`config.mk`:
```
export PLATFORM = sky130hd
export DESIGN_NAME = exp_arb_seq
export DESIGN_NICKNAME = d
export VERILOG_FILES = /design/src/rtl/exp_arb_pkg.sv /design/src/rtl/exp_arb_timer.sv /design/src/rtl/exp_arb_req_gate.sv /design/src/rtl/exp_arb_seq.sv
export SDC_FILE = /design/constraint.sdc
export NUM_CORES = 1
export LEC_CHECK = 0
export ABC_AREA = 1
export BUFFER_PORTS_ARGS = -buffer_cell sky130_fd_sc_hd__buf_2
export CAP_MARGIN = 20
export CORE_MARGIN = 3
export CORE_UTILIZATION = 50
export CTS_BUF_LIST = sky130_fd_sc_hd__clkbuf_4
export CTS_CLUSTER_DIAMETER = 80
export DETAILED_ROUTE_END_ITERATION = 8
export PLACE_DENSITY = 0.78
export SLEW_MARGIN = 20
export SYNTH_ARGS = -nofsm -noshare
export SYNTH_HDL_FRONTEND = slang
export SYNTH_SLANG_ARGS = --single-unit
export TNS_END_PERCENT = 10
```
`constraint.sdc`:
```
create_clock -name clk -period 3.2 [get_ports clk]
set_clock_uncertainty 0.05 [all_clocks]
set_input_delay 0.16 -clock clk [delete_from_list [all_inputs] [get_ports clk]]
set_output_delay 0.16 -clock clk [all_outputs]
set_load 0.01 [all_outputs]
```
`src/rtl/exp_arb_pkg.sv`:
```
package exp_arb_pkg;

    localparam int LEN_W = 4;

    typedef enum logic [2:0] {
        PH_IDLE   = 3'd0,
        PH_REQ    = 3'd1,
        PH_SETUP  = 3'd2,
        PH_HOLD   = 3'd3,
        PH_STROBE = 3'd4,
        PH_RECOV  = 3'd5,
        PH_END    = 3'd6
    } phase_e;

    typedef struct packed {
        logic [LEN_W-1:0] setup;
        logic [LEN_W-1:0] hold;
        logic [LEN_W-1:0] strobe;
        logic [LEN_W-1:0] recov;
        logic [LEN_W-1:0] fin;
    } timing_t;

    // Cycle count of a timing phase; strobe never collapses below one cycle.
    function automatic logic [LEN_W-1:0] phase_len(phase_e p, timing_t t);
        case (p)
            PH_SETUP:  return t.setup;
            PH_HOLD:   return t.hold;
            PH_STROBE: return (t.strobe == '0) ? LEN_W'(1) : t.strobe;
            PH_RECOV:  return t.recov;
            PH_END:    return t.fin;
            default:   return '0;
        endcase
    endfunction

    // Raw successor in the fixed phase order.
    function automatic phase_e phase_step(phase_e p);
        case (p)
            PH_REQ:    return PH_SETUP;
            PH_SETUP:  return PH_HOLD;
            PH_HOLD:   return PH_STROBE;
            PH_STROBE: return PH_RECOV;
            PH_RECOV:  return PH_END;
            default:   return PH_IDLE;
        endcase
    endfunction

    // Next phase with a non-zero length, or PH_IDLE when the transfer ends.
    function automatic phase_e phase_after(phase_e p, timing_t t);
        phase_e c;
        c = p;
        for (int i = 0; i < 5; i++) begin
            c = phase_step(c);
            if (c == PH_IDLE) return PH_IDLE;
            if (phase_len(c, t) != '0) return c;
        end
        return PH_IDLE;
    endfunction

endpackage

```
`src/rtl/exp_arb_timer.sv`:
```
module exp_arb_timer #(
    parameter int W = 4
) (
    input  logic         clk,
    input  logic         rst,
    input  logic         load,
    input  logic [W-1:0] load_val,
    output logic         zero
);
    logic [W-1:0] cnt_q;

    always_ff @(posedge clk) begin
        if (rst)                cnt_q <= '0;
        else if (load)          cnt_q <= load_val;
        else if (cnt_q != '0)   cnt_q <= cnt_q - 1'b1;
    end

    assign zero = (cnt_q == '0);
endmodule

```
`src/rtl/exp_arb_req_gate.sv`:
```
module exp_arb_req_gate #(
    parameter int PARK_WAIT = 2
) (
    input  logic clk,
    input  logic rst,
    input  logic in_req,
    input  logic release_bus,
    input  logic in_idle,
    input  logic gnt_n,
    output logic park_ok,
    output logic may_req
);
    localparam int CW = (PARK_WAIT > 1) ? $clog2(PARK_WAIT) : 1;
    localparam logic [CW-1:0] LAST = CW'(PARK_WAIT - 1);

    logic [CW-1:0] wait_q;
    logic          rel_recent_q;

    // Counts request-wait cycles so a parked grant is not used too early.
    always_ff @(posedge clk) begin
        if (rst || !in_req)     wait_q <= '0;
        else if (wait_q != LAST) wait_q <= wait_q + 1'b1;
    end

    // Remembers a release until one idle cycle has passed.
    always_ff @(posedge clk) begin
        if (rst)              rel_recent_q <= 1'b0;
        else if (release_bus) rel_recent_q <= 1'b1;
        else if (in_idle)     rel_recent_q <= 1'b0;
    end

    assign park_ok = (wait_q == LAST);
    assign may_req = !rel_recent_q || gnt_n;
endmodule

```
`src/rtl/exp_arb_seq.sv`:
```
module exp_arb_seq
    import exp_arb_pkg::*;
#(
    parameter int ADDR_W    = 16,
    parameter int PARK_WAIT = 2
) (
    input  logic              clk,
    input  logic              rst,
    input  logic [LEN_W-1:0]  cfg_setup,
    input  logic [LEN_W-1:0]  cfg_hold,
    input  logic [LEN_W-1:0]  cfg_strobe,
    input  logic [LEN_W-1:0]  cfg_recov,
    input  logic [LEN_W-1:0]  cfg_end,
    input  logic              cmd_valid,
    output logic              cmd_ready,
    input  logic [ADDR_W-1:0] cmd_addr,
    output logic              req_n,
    input  logic              gnt_n,
    output logic [2:0]        phase,
    output logic [ADDR_W-1:0] xfer_addr,
    output logic              done,
    output logic              gnt_err
);
    timing_t          tm;
    phase_e           ph_q, ph_d, nxt_in, first_ph;
    logic             tmr_zero, tmr_load, accept;
    logic [LEN_W-1:0] tmr_val;
    logic             in_xfer, last_cyc, release_bus;
    logic             park_ok, may_req;
    logic [ADDR_W-1:0] addr_q;
    logic             err_q;

    assign tm = '{setup: cfg_setup, hold: cfg_hold, strobe: cfg_strobe,
                  recov: cfg_recov, fin: cfg_end};

    assign in_xfer     = ph_q inside {PH_SETUP, PH_HOLD, PH_STROBE, PH_RECOV, PH_END};
    assign nxt_in      = phase_after(ph_q, tm);
    assign first_ph    = phase_after(PH_REQ, tm);
    assign last_cyc    = in_xfer && tmr_zero && (nxt_in == PH_IDLE);
    assign release_bus = last_cyc && !cmd_valid;

    exp_arb_timer #(.W(LEN_W)) u_timer (
        .clk      (clk),
        .rst      (rst),
        .load     (tmr_load),
        .load_val (tmr_val),
        .zero     (tmr_zero)
    );

    exp_arb_req_gate #(.PARK_WAIT(PARK_WAIT)) u_gate (
        .clk         (clk),
        .rst         (rst),
        .in_req      (ph_q == PH_REQ),
        .release_bus (release_bus),
        .in_idle     (ph_q == PH_IDLE),
        .gnt_n       (gnt_n),
        .park_ok     (park_ok),
        .may_req     (may_req)
    );

    always_comb begin
        ph_d     = ph_q;
        tmr_load = 1'b0;
        tmr_val  = '0;
        accept   = 1'b0;
        case (ph_q)
            PH_IDLE: begin
                if (cmd_valid && may_req) begin
                    ph_d   = PH_REQ;
                    accept = 1'b1;
                end
            end
            PH_REQ: begin
                if (park_ok && !gnt_n) begin
                    ph_d     = first_ph;
                    tmr_load = 1'b1;
                    tmr_val  = phase_len(first_ph, tm) - 1'b1;
                end
            end
            default: begin
                if (tmr_zero) begin
                    if (nxt_in != PH_IDLE) begin
                        ph_d     = nxt_in;
                        tmr_load = 1'b1;
                        tmr_val  = phase_len(nxt_in, tm) - 1'b1;
                    end else if (cmd_valid) begin
                        ph_d     = first_ph;
                        tmr_load = 1'b1;
                        tmr_val  = phase_len(first_ph, tm) - 1'b1;
                        accept   = 1'b1;
                    end else begin
                        ph_d = PH_IDLE;
                    end
                end
            end
        endcase
    end

    always_ff @(posedge clk) begin
        if (rst) begin
            ph_q   <= PH_IDLE;
            addr_q <= '0;
            err_q  <= 1'b0;
        end else begin
            ph_q <= ph_d;
            if (accept)            addr_q <= cmd_addr;
            if (in_xfer && gnt_n)  err_q  <= 1'b1;
        end
    end

    assign req_n     = (ph_q == PH_IDLE);
    assign cmd_ready = ((ph_q == PH_IDLE) && may_req) || last_cyc;
    assign done      = last_cyc;
    assign phase     = ph_q;
    assign xfer_addr = addr_q;
    assign gnt_err   = err_q;
endmodule

```
==> flow_summary_export.csv, run 1 <==
group,metric,value,unit
synthesis,synth.largest_area_cell,"dfxtp_1",
power_and_ir_drop,peakVddDrop,0.4338,mV
worst_hold_path,holdCritStartpoint,"rst",
die,coreArea,0.003771,mm²
clock_network,post_cts_buffers,0,
die,die_y,69.51,µm
cells_and_area,n_antenna_cell,0,
worst_setup_path,path_common_cell,"nand2_1",
worst_setup_path,crit_chain,"nand2_2, nor2_4, a21oi_1, nand2_2, nand2_1, nand2_1, nand2_2, nor2_1, nand3_1, o21ai_1, nor2_2, ha_1, o22ai_1, nand2_1, o22ai_1, nand2_1, nand2_1",
route,routed_via_density,5.088,
synthesis,synth.most_common_cell,"nand2_1",
cells_and_area,fillers,363,
clock_network,cts_made_buffers,3,
die,pin_count,63,
timing,rsz0062_at_grt,"false",
worst_setup_path,critPathSlowestCell,"dfxtp_1",
global_route,grt_max_degree,33,
timing,period_needed,2.731,ns
route,top_layer,"met4",
worst_hold_path,hold_class,"in2reg",
worst_setup_path,rr_startpoint,"phase[0]",
die,dieArea,0.004832,mm²
cells_and_area,layoutNonFillerInstCount,453,
synthesis,synthTopCellsByCount,"nand2_1 (82), inv_1 (60), nor2_1 (40)",
synthesis,yosys_warnings,0,
worst_setup_path,crit_path_max_incr_delay,0.49,ns
cells_and_area,area.growth.synth_to_final,17.80,%
timing,period_share,85.34,%
timing,finalSetupViolCount,0,
worst_setup_path,startpoint,"phase[0]",
route,routed_wl,5.209,mm
route,ant_nets,0,
worst_setup_path,cp.required,3.42,ns
synthesis,ys_ff_latch,26,
worst_setup_path,worstSetupPathDepth,17,
worst_setup_path,cp_max_fo,8,
synthesis,netlist-cell-type-count,29,
synthesis,synth_area,0.002017,mm²
clock_network,cts_tree,"done",
placed_design,io_buffers,62,
clock_network,cts_sinks,26,
clock_network,clk_latency,0.31,ns
global_route,grt_pass1_vias,2225,
synthesis,ys_top_cells_by_area,"dfxtp_1 (26%), nand2_1 (15%), inv_1 (11%), nor2_1 (7.4%), nand3_1 (7.2%)",
synthesis,synth.yosys.seq_area_share,25.81,%
clock_network,cts.path.max_buffers,2,
route,met3WireLength,487,µm
placed_design,place_hpwl,4.336,mm
clock_network,ctsHoldBuffers,0,
job,maxCapViolations,0,
clock_network,cts_root_buf,"clkbuf_4",
route,first_iter_violations,193,
cells_and_area,postLayoutCellArea,0.002376,mm²
synthesis,synth_edf_count,0,
synthesis,synthCells,345,
synthesis,synthArstFlopShare,0,%
timing,finalHoldViolations,0,
placed_design,placed_area,0.002352,mm²
worst_setup_path,critPathTopFamily,"simple AND/OR/NAND/NOR gates",
route,wl_met1,2.237,mm
worst_setup_path,ff2ff_path_depth,17,
worst_setup_path,crit_buf_inv,0,
timing,slew_headroom,66.47,%
cells_and_area,final_nets,450,
timing,max_freq,366.2,MHz
worst_setup_path,critPathArrivalTime,2.95,ns
placed_design,dp_cells,450,
die,start_util,53.48,%
route,drc,0,
worst_hold_path,whs_path_depth,2,
synthesis,syn_area_per_cell,5.846,µm²
die,num_rows,22,
synthesis,synth_top_area_share,25.81,%
run_status,status,"complete, no violations",
global_route,grt_first_pass_wirelength,9.142,mm
cells_and_area,drive_above_1_share,21.98,%
global_route,grt_use_total,21.94,%
clock_network,clk_pin_slew_worst_paths,0.13,ns
placed_design,place.gp.congestion,0.9089,
route,vias,2305,
global_route,grt_overflow,0,
worst_setup_path,start_kind,"register",
die,dieWidth,69.51,µm
clock_network,htreeDepth,1,
worst_setup_path,endpoint_kind,"register",
global_route,antenna_found_initial,0,
worst_setup_path,reg2reg_to,"u_timer.cnt_q[1]",
timing,tightestPinTransition,0.5011,ns
worst_setup_path,crit_end,"u_timer.cnt_q[1]",
synthesis,synth_ff_type,"dfxtp_1",
route,dr.pass1.iters,4,
route,wl_per_cell,11.50,µm
power_and_ir_drop,p_per_area,945.3,mW/mm²
timing,tns,0,ns
route,met2_length,2.417,mm
worst_setup_path,criticalPathCategory,"reg2reg",
worst_setup_path,timing.reg2reg.setup_slack,0.47,ns
timing,maxSlewViolCount,0,
synthesis,synth_nets,388,
power_and_ir_drop,p_leak,1.341,nW
## worst register-to-register path, stage by stage, from the launching register on
cell and delay [ns]:
dfxtp_1 0.49, nand2_2 0.13, nor2_4 0.21, a21oi_1 0.13, nand2_2 0.13, nand2_1 0.08
nand2_1 0.09, nand2_2 0.12, nor2_1 0.24, nand3_1 0.10, o21ai_1 0.11, nor2_2 0.08
ha_1 0.27, o22ai_1 0.17, nand2_1 0.06, o22ai_1 0.10, nand2_1 0.06, nand2_1 0.07
## where the power goes
| group | total (W) | internal [W] | switching, W |
|---|---|---|---|
| Sequential | 0.000530 | 0.000451 | 0.0000791 |
| Combinational | 0.00158 | 0.000541 | 0.00104 |
| Clock | 0.000132 | 0.0000440 | 0.0000881 |
## state kept, by name (all words and copies together), names as in the netlist
| register | count |
|---|---|
| xfer_addr | 16 |
| u_timer.cnt_q | 4 |
| phase | 3 |
| gnt_err | 1 |
| u_gate.park_ok | 1 |
| u_gate.rel_recent_q | 1 |
## what timing repair did
item | in CTS | in global routing
gates resized for setup | 0 | 1
endpoints found under the setup margin | 0 | 1
endpoints found under the hold margin | 0 | 0
## worst min-delay path by stage
| stage | to | slack [ns] |
|---|---|---|
| floorplan | gnt_err | 0.25 |
| global placement | gnt_err | 0.37 |
| detailed placement | xfer_addr[14] | 0.38 |
| CTS | phase[1] | 0.03 |
| global route | xfer_addr[14] | 0.04 |
| finish | phase[1] | 0.05 |
## area by class of cell
| type | count | area (µm²) | area share (%) |
|---|---|---|---|
| Multi-Input combinational cell | 247 | 1206 | 50.76 |
| Sequential cell | 26 | 521.8 | 21.96 |
| Timing Repair Buffer | 63 | 317.8 | 13.38 |
| Inverter | 66 | 247.7 | 10.43 |
| Tap cell | 48 | 60.06 | 2.528 |
| Clock buffer | 3 | 22.52 | 0.9479 |
## cell families (layout without fill, tap and decap cells)
group	after synthesis	after routing	synth area share, %
DFF	26	26	25.81
buffers and inverters	72	132	14.39
and+or+nand+nor	172	172	37.34
xor gates and xnor gates	2	2	0.8686
adders and majority gates	3	3	1.861
AOI/OAI and AO/OA	70	70	19.73
## stage by stage
stage / total power, W / util (%) / setup WS [ns] / hold WS [ns]
3_3_place_gp: 0.002090 / 62.38 / 0.5032 / 0.3677
6_report: 0.002246 / 63.01 / 0.4692 / 0.04619
2_1_floorplan: 0.001748 / - / 0.7061 / 0.2547
5_1_grt: 0.002509 / 63.01 / 0.1417 / 0.04182
4_1_cts: 0.002253 / 62.97 / 0.3716 / 0.03249
3_5_place_dp: 0.002115 / 62.38 / 0.4014 / 0.3807
## routing by layer
| layer | up-vias | GRT usage [%] |
|---|---|---|
| li1 | 1224 | - |
| met5 | - | 0 |
| met1 | 975 | 26.66 |
| met2 | 96 | 38.56 |
| met4 | 0 | 8.243 |
| met3 | 10 | 3.478 |
## layout by cell type, fill, tap and decap left out, types with 2 or more instances in the layout
cell      count
xor2_1        2
nor2_1       40
o22ai_1       4
nand2_4       2
a31oi_1       2
a221oi_1      4
a21oi_1      28
ha_1          3
nand3_1      29
nand4_1       5
buf_2        62
clkbuf_4      3
o21ai_0      11
nor2_4        2
inv_2         6
nor2_2        4
dfxtp_1      25
nand2_2       7
inv_1        60
o21ai_1      17
nand2_1      82
(Power assumes the default switching activity.)
==> run 2: changes to the inputs <==
--- a/config.mk
+++ b/config.mk
@@ -9,11 +9,10 @@
 export BUFFER_PORTS_ARGS = -buffer_cell sky130_fd_sc_hd__buf_2
 export CAP_MARGIN = 20
 export CORE_MARGIN = 3
-export CORE_UTILIZATION = 50
+export CORE_UTILIZATION = 35
 export CTS_BUF_LIST = sky130_fd_sc_hd__clkbuf_4
 export CTS_CLUSTER_DIAMETER = 80
 export DETAILED_ROUTE_END_ITERATION = 8
-export PLACE_DENSITY = 0.78
 export SLEW_MARGIN = 20
 export SYNTH_ARGS = -nofsm -noshare
 export SYNTH_HDL_FRONTEND = slang
==> constraint.sdc (replaced) <==
create_clock -name clk -period 3 [get_ports clk]
set_clock_uncertainty 0.05 [all_clocks]
set_input_delay 0.15 -clock clk [delete_from_list [all_inputs] [get_ports clk]]
set_output_delay 0.15 -clock clk [all_outputs]
set_load 0.01 [all_outputs]
==> run 2 against run 1 <==
Compared with the run above: final cell count is 6.2% higher; setup slack lost 0.11 ns; non-clock buffer count grew 3; combinational power is 11% higher; critical endpoint unchanged; largest cell class unchanged; largest power group unchanged; highest routed layer unchanged.
==> flow_summary_export.csv, run 2 (synthesis gave the netlist of run 1 again) <==
group,metric,value,unit
cells_and_area,drive_above_1_share,23.23,%
clock_network,clk_latency,0.32,ns
route,drc,0,
job,maxCapViolations,0,
clock_network,post_cts_buffers,0,
placed_design,io_buffers,62,
clock_network,cts.path.max_buffers,2,
cells_and_area,largest_register_ffs,16,
power_and_ir_drop,p_comb_share,70.9,%
clock_network,cts_tree,"done",
power_and_ir_drop,clock_power_share,6.1,%
timing,maxSlewViolCount,0,
clock_network,clk_pin_slew_worst_paths,0.14,ns
timing,period_share,87.92,%
clock_network,cts_sinks,26,
die,die_y,81.91,µm
die,pin_count,63,
placed_design,place_hpwl,4.625,mm
clock_network,htreeDepth,1,
worst_hold_path,hold_class,"in2reg",
die,dieWidth,81.91,µm
global_route,grt_first_pass_wirelength,8.797,mm
die,num_rows,27,
worst_setup_path,ff2ff_path_depth,20,
global_route,grt_use_total,16.28,%
route,routed_via_density,4.761,
route,first_iter_violations,148,
route,dr.pass1.iters,4,
die,dieArea,0.006709,mm²
worst_setup_path,critPathArrivalTime,2.86,ns
power_and_ir_drop,p_leak,1.364,nW
worst_setup_path,criticalPathCategory,"reg2reg",
clock_network,ctsResizeCount,0,
worst_setup_path,cp_max_fo,8,
die,coreArea,0.005540,mm²
timing,rsz0062_at_grt,"false",
cells_and_area,area.growth.synth_to_final,21.46,%
clock_network,cts_root_buf,"clkbuf_4",
timing,tightestPinTransition,0.4884,ns
timing,period_needed,2.638,ns
route,ant_nets,0,
cells_and_area,final_nets,453,
power_and_ir_drop,p_sw,0.001310,W
worst_setup_path,endpoint_kind,"register",
global_route,grt_pass1_vias,2089,
worst_setup_path,start_kind,"register",
route,routed_wl,5.521,mm
placed_design,place.gp.congestion,0.9284,
route,wl_per_cell,11.48,µm
die,start_util,36.40,%
clock_network,ctsHoldBuffers,0,
power_and_ir_drop,p_per_area,1007,mW/mm²
global_route,grt_overflow,0,
timing,tns,0,ns
route,vias,2290,
cells_and_area,final_util,44.22,%
clock_network,cts_made_buffers,3,
cells_and_area,final_common_cell,"nand2_1",
cells_and_area,fillers,635,
global_route,antenna_found_initial,0,
worst_hold_path,whs_path_depth,3,
power_and_ir_drop,p_int,0.001158,W
cells_and_area,n_antenna_cell,0,
worst_setup_path,cp.required,3.23,ns
timing,worst_hold_slack,0.03458,ns
cells_and_area,most-common-layout-cells,"nand2_1 (82), buf_2 (62), inv_1 (60), nor2_1 (39), nand3_1 (29)",
run_status,status,"complete, no violations",
power_and_ir_drop,pwr-share-seq,23.0,%
timing,finalSetupViolCount,0,
timing,finalHoldViolations,0,
timing,slew_headroom,67.40,%
power_and_ir_drop,peakVddDrop,0.5538,mV
timing,max_freq,379.1,MHz
global_route,grt_max_degree,23,
power_and_ir_drop,sw_frac_of_total,53.07,%
[run 2: per-stage QoR]
stage | setup WS, ns | area (µm²) | instances | total power [W]
floorplan | 0.5061 | 2017 | 345 | 0.001865
global placement | 0.2883 | 2417 | 477 | 0.002319
detailed placement | 0.2381 | 2417 | 477 | 0.002323
CTS | 0.1986 | 2444 | 481 | 0.002483
global route | 0.003123 | 2450 | 481 | 0.002751
finish | 0.3624 | 2450 | 481 | 0.002468
[run 2: layout make-up]
class | count | area [µm²] | area share [%]
Sequential cell | 26 | 524.3 | 21.40
Tap cell | 72 | 90.09 | 3.677
Timing Repair Buffer | 66 | 352.8 | 14.40
Inverter | 66 | 247.7 | 10.11
Clock inverter | 1 | 3.754 | 0.1532
Multi-Input combinational cell | 247 | 1209 | 49.34
Clock buffer | 3 | 22.52 | 0.9193
[run 2: path summary, 6_finish.rpt]
check | startpoint | endpoint | slack (ns)
worst max register to register | phase[1] | u_timer.cnt_q[1] | 0.36
worst min register to register | xfer_addr[14] | xfer_addr[14] | 0.40
worst max-delay path | phase[1] | u_timer.cnt_q[1] | 0.36
worst min-delay path | cmd_addr[10] | xfer_addr[10] | 0.03
[run 2: routing by layer]
metal,vias to the layer above,share of wire [%],global-route usage (%)
met5,-,0,0
met1,978,49,21.97
met2,74,43,26.58
met4,0,1.4,4.983
met3,6,7.1,2.412
li1,1232,-,-
[run 2: power groups by stage]
stage	combinational (W)	clock [W]	sequential [W]
after floorplan	0.00125	0	0.000611
after global placement	0.00175	0	0.000565
after detailed placement	0.00176	0	0.000567
after CTS	0.00176	0.000160	0.000564
after global routing	0.00200	0.000170	0.000586
final	0.00175	0.000151	0.000568
[run 2: critical path, stage by stage (launching register included)]
cell     delay, ns
dfxtp_2       0.38
inv_2         0.09
nand2_2       0.07
nor2_2        0.20
nand2_1       0.07
nand2_1       0.07
nor2_2        0.05
nand2_2       0.10
nand2_1       0.08
nand2_1       0.09
nand2_2       0.13
nor2_2        0.17
nand3_1       0.12
nand2_1       0.10
nor2_1        0.06
ha_1          0.28
o22ai_1       0.16
nand2_1       0.07
o22ai_1       0.12
nand2_1       0.07
nand2_1       0.06
